### config.mk
export PLATFORM = sky130hd
export DESIGN_NAME = flatmem_mapper
export DESIGN_NICKNAME = d
export VERILOG_FILES = /design/src/rtl/flatmem_pkg.sv /design/src/rtl/fm_ptr_unit.sv /design/src/rtl/fm_ram_bank.sv /design/src/rtl/fm_sfr_arbiter.sv /design/src/rtl/flatmem_mapper.sv
export SDC_FILE = /design/constraint.sdc
export NUM_CORES = 2
export LEC_CHECK = 0
export BUFFER_PORTS_ARGS = -buffer_cell sky130_fd_sc_hd__buf_4
export CORE_MARGIN = 5
export CORE_UTILIZATION = 40
export CTS_CLUSTER_DIAMETER = 50
export DETAILED_ROUTE_END_ITERATION = 10
export SLEW_MARGIN = 20
export SYNTH_ARGS = -nofsm -noshare
export SYNTH_HDL_FRONTEND = slang
export SYNTH_SLANG_ARGS = --single-unit
### constraint.sdc
create_clock -name clk -period 3.6 [get_ports clk]
set_input_delay 0.36 -clock clk [delete_from_list [all_inputs] [get_ports clk]]
set_output_delay 0.36 -clock clk [all_outputs]
set_load 0.01 [all_outputs]
### src/rtl/flatmem_pkg.sv
package flatmem_pkg;

  typedef logic [7:0] fm_byte_t;

  typedef enum logic [1:0] {
    OWN_NONE = 2'd0,
    OWN_DIR  = 2'd1,
    OWN_IND0 = 2'd2,
    OWN_IND1 = 2'd3
  } fm_owner_e;

endpackage

### src/rtl/fm_ptr_unit.sv
module fm_ptr_unit #(
  parameter int AW = 8
) (
  input  logic          clk,
  input  logic          rst,
  input  logic          compat,
  input  logic          ld,
  input  logic [AW-1:0] ld_val,
  input  logic          step,
  output logic [AW-1:0] ptr_q
);

  logic [7:0]    low_inc;
  logic [AW-1:0] ptr_d;

  assign low_inc = ptr_q[7:0] + 8'd1;

  always_comb begin
    ptr_d = ptr_q;
    if (ld) begin
      ptr_d = ld_val;
    end else if (step) begin
      if (compat) ptr_d = AW'(low_inc);
      else        ptr_d = ptr_q + 1'b1;
    end
  end

  always_ff @(posedge clk) begin
    if (rst) ptr_q <= '0;
    else     ptr_q <= ptr_d;
  end

endmodule

### src/rtl/fm_ram_bank.sv
module fm_ram_bank #(
  parameter int DEPTH = 256,
  parameter int AW    = $clog2(DEPTH)
) (
  input  logic                 clk,
  input  logic [1:0]           we,
  input  logic [1:0][AW-1:0]   addr,
  input  logic [1:0][7:0]      wdata,
  output logic [1:0][7:0]      rdata
);

  logic [7:0] mem [DEPTH];

  // port 1 first, port 0 last: port 0 wins a same-entry collision
  always_ff @(posedge clk) begin
    if (we[1]) mem[addr[1]] <= wdata[1];
    if (we[0]) mem[addr[0]] <= wdata[0];
  end

  for (genvar g = 0; g < 2; g++) begin : g_rd
    assign rdata[g] = mem[addr[g]];
  end

endmodule

### src/rtl/fm_sfr_arbiter.sv
module fm_sfr_arbiter
  import flatmem_pkg::*;
(
  input  logic            dir_rd,
  input  logic            dir_wr,
  input  fm_byte_t        dir_addr,
  input  fm_byte_t        dir_wdata,
  input  logic [1:0]      req,
  input  logic [1:0]      rd,
  input  logic [1:0]      wr,
  input  logic [1:0][7:0] addr,
  input  logic [1:0][7:0] wdata,
  output logic            sfr_rd,
  output logic            sfr_wr,
  output fm_byte_t        sfr_addr,
  output fm_byte_t        sfr_wdata,
  output fm_owner_e       owner
);

  always_comb begin
    sfr_rd    = 1'b0;
    sfr_wr    = 1'b0;
    sfr_addr  = '0;
    sfr_wdata = '0;
    owner     = OWN_NONE;
    if (dir_rd || dir_wr) begin
      owner     = OWN_DIR;
      sfr_rd    = dir_rd;
      sfr_wr    = dir_wr;
      sfr_addr  = dir_addr;
      sfr_wdata = dir_wdata;
    end else if (req[0]) begin
      owner     = OWN_IND0;
      sfr_rd    = rd[0];
      sfr_wr    = wr[0];
      sfr_addr  = addr[0];
      sfr_wdata = wdata[0];
    end else if (req[1]) begin
      owner     = OWN_IND1;
      sfr_rd    = rd[1];
      sfr_wr    = wr[1];
      sfr_addr  = addr[1];
      sfr_wdata = wdata[1];
    end
  end

endmodule

### src/rtl/flatmem_mapper.sv
module flatmem_mapper
  import flatmem_pkg::*;
#(
  parameter int DEPTH    = 256,
  parameter int SFR_SPAN = 32,
  localparam int AW      = $clog2(DEPTH)
) (
  input  logic                clk,
  input  logic                rst,
  input  logic                dir_rd,
  input  logic                dir_wr,
  input  logic [7:0]          dir_addr,
  input  logic [7:0]          dir_wdata,
  output logic [7:0]          dir_rdata,
  input  logic [1:0]          ind_rd,
  input  logic [1:0]          ind_wr,
  input  logic [1:0]          ind_inc,
  input  logic [1:0][7:0]     ind_wdata,
  output logic [1:0][7:0]     ind_rdata,
  input  logic [1:0]          ptr_ld,
  input  logic [1:0][AW-1:0]  ptr_ld_val,
  output logic [1:0][AW-1:0]  ptr_q,
  input  logic                mode_ld,
  input  logic                mode_val,
  output logic                compat_mode,
  output logic                sfr_rd,
  output logic                sfr_wr,
  output logic [7:0]          sfr_addr,
  output logic [7:0]          sfr_wdata,
  input  logic [7:0]          sfr_rdata,
  output logic [1:0]          sfr_owner,
  output logic [1:0]          ram_sel,
  output logic [1:0]          ram_we
);

  localparam logic [8:0] SPAN9 = 9'(SFR_SPAN);

  logic [1:0]          acc;
  logic [1:0]          sfr_hit;
  logic [1:0]          sfr_req;
  logic [1:0][7:0]     leg_addr;
  logic [1:0][AW-1:0]  ram_idx;
  logic [1:0][7:0]     ram_rdata;
  fm_owner_e           owner;

  // mode bit of the bank-select register
  always_ff @(posedge clk) begin
    if (rst)          compat_mode <= 1'b0;
    else if (mode_ld) compat_mode <= mode_val;
  end

  for (genvar g = 0; g < 2; g++) begin : g_port
    localparam fm_owner_e MY_OWN = (g == 0) ? OWN_IND0 : OWN_IND1;

    assign acc[g]      = ind_rd[g] | ind_wr[g];
    assign leg_addr[g] = ptr_q[g][7:0];
    assign sfr_hit[g]  = compat_mode && ({1'b0, leg_addr[g]} < SPAN9);
    assign sfr_req[g]  = acc[g] & sfr_hit[g];
    assign ram_idx[g]  = compat_mode ? AW'(leg_addr[g]) : ptr_q[g];
    assign ram_sel[g]  = acc[g] & ~sfr_hit[g];
    assign ram_we[g]   = ind_wr[g] & ~sfr_hit[g];

    always_comb begin
      ind_rdata[g] = 8'h00;
      if (ind_rd[g]) begin
        if (!sfr_hit[g])          ind_rdata[g] = ram_rdata[g];
        else if (owner == MY_OWN) ind_rdata[g] = sfr_rdata;
      end
    end

    fm_ptr_unit #(.AW(AW)) u_ptr (
      .clk    (clk),
      .rst    (rst),
      .compat (compat_mode),
      .ld     (ptr_ld[g]),
      .ld_val (ptr_ld_val[g]),
      .step   (acc[g] & ind_inc[g]),
      .ptr_q  (ptr_q[g])
    );
  end

  fm_ram_bank #(.DEPTH(DEPTH), .AW(AW)) u_ram (
    .clk   (clk),
    .we    (ram_we),
    .addr  (ram_idx),
    .wdata (ind_wdata),
    .rdata (ram_rdata)
  );

  fm_sfr_arbiter u_arb (
    .dir_rd    (dir_rd),
    .dir_wr    (dir_wr),
    .dir_addr  (dir_addr),
    .dir_wdata (dir_wdata),
    .req       (sfr_req),
    .rd        (ind_rd),
    .wr        (ind_wr),
    .addr      (leg_addr),
    .wdata     (ind_wdata),
    .sfr_rd    (sfr_rd),
    .sfr_wr    (sfr_wr),
    .sfr_addr  (sfr_addr),
    .sfr_wdata (sfr_wdata),
    .owner     (owner)
  );

  assign sfr_owner = owner;
  assign dir_rdata = dir_rd ? sfr_rdata : 8'h00;

endmodule

Word level (Yosys, flattened, before mapping):

Memory sizes are Yosys's and may differ from the RTL's. A register that Yosys moved wholly into a read port is not among the register bits.
Cells that the tools add are included.

* memories: 1
* output and inout bits: 65
* RAM bits: 2048
* input port bits: 70
* register bits after elaboration: 17
* logic and storage cells: 61

Memory list
* u_ram.mem: words 256, bits a word 8, rd ports 2, clocked after memory_dff 2, wr ports 2, line fm_ram_bank.sv:12 `logic [7:0] mem [DEPTH];`

* magnitude comparators: 2
* mux-type cells: 34
* reductions and logical operators: 5
* equal/unequal tests: 2
* bitwise logic cells: 12
* add/subtract/negate cells: 2

Operators with widths (count)
* 8-bit two-way mux: 21
* 8-bit by 1-bit adder with 8-bit output, second input constant: 2
* 8-bit by 6-bit < comparator with 1-bit output, second input constant: 2
* 1-bit two-way mux: 10
* 1-bit AND: 8
* 2-bit two-way mux: 3
* 2-bit equality test, second input constant: 2
* 2-bit nonzero test: 2
* 1-bit logical AND: 2
* 1-bit NOT: 2
* 1-bit OR: 2
* 1-bit logical OR: 1

Longest topological paths before layout:

* depth after elaboration: 10
* depth in mapped cells: 13
* mapped depth without buffers: 7

By module:

A second synthesis with hierarchy kept.

* cells, all modules: 7824
* area total of the unflattened synthesis: 123215.7 sq um

By module, submodules not included
* fm_ram_bank: area each 121099.9 sq um, times used 1, cells an instance 7569, sequential area each 61499.0 sq um
* fm_ptr_unit: area each 464.2 sq um, times used 2, cells an instance 53, sequential area each 160.2 sq um
* fm_sfr_arbiter: area each 630.6 sq um, times used 1, cells an instance 69, sequential area each 0.0 sq um
* flatmem_mapper: area each 556.8 sq um, times used 1, cells an instance 80, sequential area each 20.0 sq um

Least setup slack after synthesis:

No wires, ideal clock.

* path kind: register -> register
* start point: register g_port[1].u_ptr.ptr_q[7]
* end point: memory u_ram.mem[100][0], enable pin
* arrival time: 2.473 ns
* cell stages (with the launch flop): 9
* library setup time: 0.376 ns
* buffers on the path: 4
* slack: 0.750 ns
* required time: 3.224 ns
* period minus slack after synthesis: 2.850 ns
* cell sequence: dfxtp_1 clkbuf_1 or4b_1 and2_1 clkbuf_1 clkbuf_1 nand3_1 clkbuf_1 o22ai_1

RTL lines
* start, declared: line fm_ptr_unit.sv:10 `output logic [AW-1:0] ptr_q`
* start signal, assigned: line fm_ptr_unit.sv:30 `else ptr_q <= ptr_d;`
* end, declared: line fm_ram_bank.sv:12

==> summary.md <==
| Metric | Value |
|---|---|
| Failing checks | setup timing |
| CP Class | reg -> out |
| Vias in the first global route | 95999 |
| First-pass GRT wire length | approximately 810000 microns |
| Main synth FF type | edfxtp_1 |
| Starting density of the core | 0.401 |
| Die area | roughly 330000 sq um |
| Max Slew Vio Count | 0 |
| Setup Viol. Count Final | 17 |
| Worst slew pin tran | between 1 and 1.5 ns |
| CP max FO | 7 |
| Layout cells sized above 1 | 0.520 |
| Core area | 318000 sq um |
| Simple-gate area share of the yosys netlist | 0.0338 |
| Peak VDD IR | about 0.38 mV |
| Clock Latency Late Sink | roughly 0.89 ns |
| Post-synth EDFFs | between 2000 and 2500 |
| Num ports | 135 |
| Clk buf depth | 4 |
| Initial antenna violation count | 53 |
| Post-synthesis adder-cell area fraction | 0.000786 |
| Max Freq | about 220 MHz |
| Total nets after synthesis | 8996 |
| CTS tree | built |
| Crit share post-route | 1.29 |
| GRT Total Usage | 0.347 |
| CTS Root Buffer Type | clkbuf_16 |
| Compound-Gate Fraction of Synth Area | 0.0721 |
| Crit-path slowest cell | mux4_2 |
| Leakage | 0.0516 uW |
| Mean post-synth cell area | 14.3 sq um |
| Fin Hold WS | 0.0958 ns |
| DRC Markers | 0 |
| Crit-path cells | buf_12, buf_16, buf_12, mux4_2, nand2b_1, a21oi_2, buf_4, o32ai_1, a2111oi_2, buf_4, a31o_2, buf_12, o211ai_1, buf_4 |
| Dominant cells by area after synthesis | edfxtp_1 48%, mux2_2 18%, mux4_2 11% |
| Status | finished, violations left |
| Hold Path Class | in -> reg |
| Synth top area share | 0.483 |
| Yosys warnings | 0 |
| Starting DRT DRC Count | ~16000 |
| DP HPWL | 403000 microns |
| Row cnt | between 200 and 250 |
| Nets | around 10000 |
| Die Ht | roughly 570 microns |
| Worst setup margin | -1.05 ns |
| DR vias | roughly 100k |
| DP Area | 142000 sq um |
| Crit path required time | roughly 3.2 ns |
| H-tree lvl count | 5 |
| Final non-filler cell area | between 150000 and 200000 sq um |
| Largest net degree at the start of global routing | about 110 |
| ANT nets after route | 0 |
| Drt wl/cell | slightly above 40 microns |
| Drt pass-1 iters | 8 |
| CP startpoint kind | flip-flop |
| Largest family of logic cells by synthesized area | multiplexers |
| Fillers | between 20000 and 30000 |
| Fin. Hold Viols | 0 |
| Number of synthesized register bits | roughly 2100 |
| Max cap viols | 0 |
| Clock Skew | around 0.057 ns |
| Power Dens Cells | approximately 430 nW/um^2 |
| Crit end category | output port |
| Distinct cells, synth | 89 |
| Worst path max stage delay | just under 0.5 ns |
| Final Critical Period | 4.65 ns |
| Setup TNS | -14.88 ns |
| Post-synth ARST share | 0 |
| Port Buffers | ~130 |
| Post-synthesis xor/xnor area fraction | 0.000757 |
| Final GP Congestion | between 1 and 1.5 |
| Clk pin slew, worst setup/hold paths | 0.06 ns |
| Synthesized instance count | ~8900 |
| Die outline width | approximately 570 microns |
| Register area share after synthesis | 0.488 |
| Crit path DAT | 4.29 ns |
| CTS buffer count | 295 |
| Mux contribution to synthesized area | 0.361 |
| Slew Limit Headroom | 0.179 |
| Vias per cell | between 6 and 7 |
| Remaining Overflow, GRT | 0 |
| Area delta synth->final | 22.9% |
| Placement Setup Slack | -0.756 ns |
| Sink Count | around 2100 |
| Routed wire length | roughly 600000 microns |
| RSZ-0062 raised after global routing | yes |
| Mapped cell area | approximately 130000 sq um |
| Area leader, netlist | edfxtp_1 |
==> state kept, by name, indices dropped and copies added (netlist names), named ones only <==
| register | cells |
|---|---|
| compat_mode | 1 |
| u_ram.mem | 2048 |
| g_port.u_ptr.ptr_q | 16 |
==> cells in the final DEF, fill, tap and decap left out, types with 104 or more instances in the layout <==
| cell | netlist | final |
|---|---|---|
| mux2i_1 | 816 | 797 |
| nor2_1 | 293 | 273 |
| a221oi_1 | 301 | 230 |
| edfxtp_1 | 2048 | 2048 |
| o22ai_1 | 174 | 166 |
| o21ai_0 | 282 | 205 |
| buf_12 | 9 | 226 |
| a22oi_1 | 123 | 104 |
| mux4_2 | 612 | 624 |
| mux2_2 | 2065 | 2065 |
| clkbuf_16 | 0 | 306 |
| a21oi_1 | 139 | 105 |
| nand2_1 | 232 | 216 |
| buf_4 | 54 | 1344 |
==> where the power goes <==
part	switching [uW]	internal, uW
clock	12000	16900
combinational	6610	4690
sequential	94.4	26700
==> cell families after synthesis <==
group                      count (synthesis)
and+or+nand+nor                          920
xor gates and xnor gates                  11
adders and majority gates                  8
buffers and inverters                   1064
DFF                                     2081
muxes                                   3523
AOI/OAI and AO/OA                       1311
==> routing by layer <==
metal / up-vias / GRT usage / part of all wire
li1: 38321 / - / -
met4: 26 / 0.236 / 0.082
met2: 8260 / 0.506 / 0.43
met3: 1899 / 0.105 / 0.13
met5: - / 0 / 0.00043
met1: 51659 / 0.445 / 0.36
==> metrics by stage <==
step                      cells  power (uW)  utilization
after floorplan            8918       32500            -
after global placement    13575       37000        0.446
after detailed placement  13575       37100        0.446
after CTS                 14259       66300        0.487
after global routing      14327       68200        0.493
final                     14366       67000        0.493
==> cell type report <==
class | count | area, sq um | share of cell area
Clock buffer | 345 | 7710 | 0.0492
Sequential cell | 2081 | 62200 | 0.397
Timing Repair Buffer | 1754 | 17500 | 0.112
Inverter | 12 | 60.1 | 0.000384
Tap cell | 4180 | 5230 | 0.0334
Multi-Input combinational cell | 5773 | 62000 | 0.396
Clock inverter | 177 | 1710 | 0.0109
Antenna cell | 44 | 110 | 0.000703
==> path summary, 6_finish.rpt <==
path	from	endpoint	slack, ns	depth (start not counted)
worst min register to register	g_port[1].u_ptr.ptr_q[1]	flip-flop	0.93	4
worst max-delay path	flip-flop	ind_rdata[8]	-1.05	14
worst max register to register	g_port[0].u_ptr.ptr_q[3]	u_ram.mem[57][2]	0.02	5
worst min-delay path	ptr_ld_val[10]	flip-flop	0.1	3
==> critical path, delay by kind of cell, from the launching register on <==
| kind | cells | cell delay, ns |
|---|---|---|
| mux | 1 | 0.49 |
| buf+inv | 7 | 1.20 |
| simple gates | 1 | 0.20 |
| compound gates | 5 | 1.01 |
| flops | 1 | 0.46 |
==> Yosys cell counts (all sizes together), types with 55 or more instances <==
cell type,instances
o21ai,285
mux2i,816
edfxtp,2048
mux4,642
a22oi,123
o22ai,174
nand3,115
clkbuf,764
nor3,62
mux2,2065
a21oi,139
a221oi,305
nor2,301
nand2,232
a221o,55
buf,287
==> what timing repair did <==
action | 4_1_cts | 5_1_grt
cloned | 20 | 5
setup buffers | 125 | 77
pin swaps | 89 | 112
setup endpoints to repair | 18 | 47
hold buffers | 28 | 0
gates resized for setup | 413 | 252
endpoints found under the hold margin | 31 | 0
No activity file was read; power rests on OpenSTA's default activity.
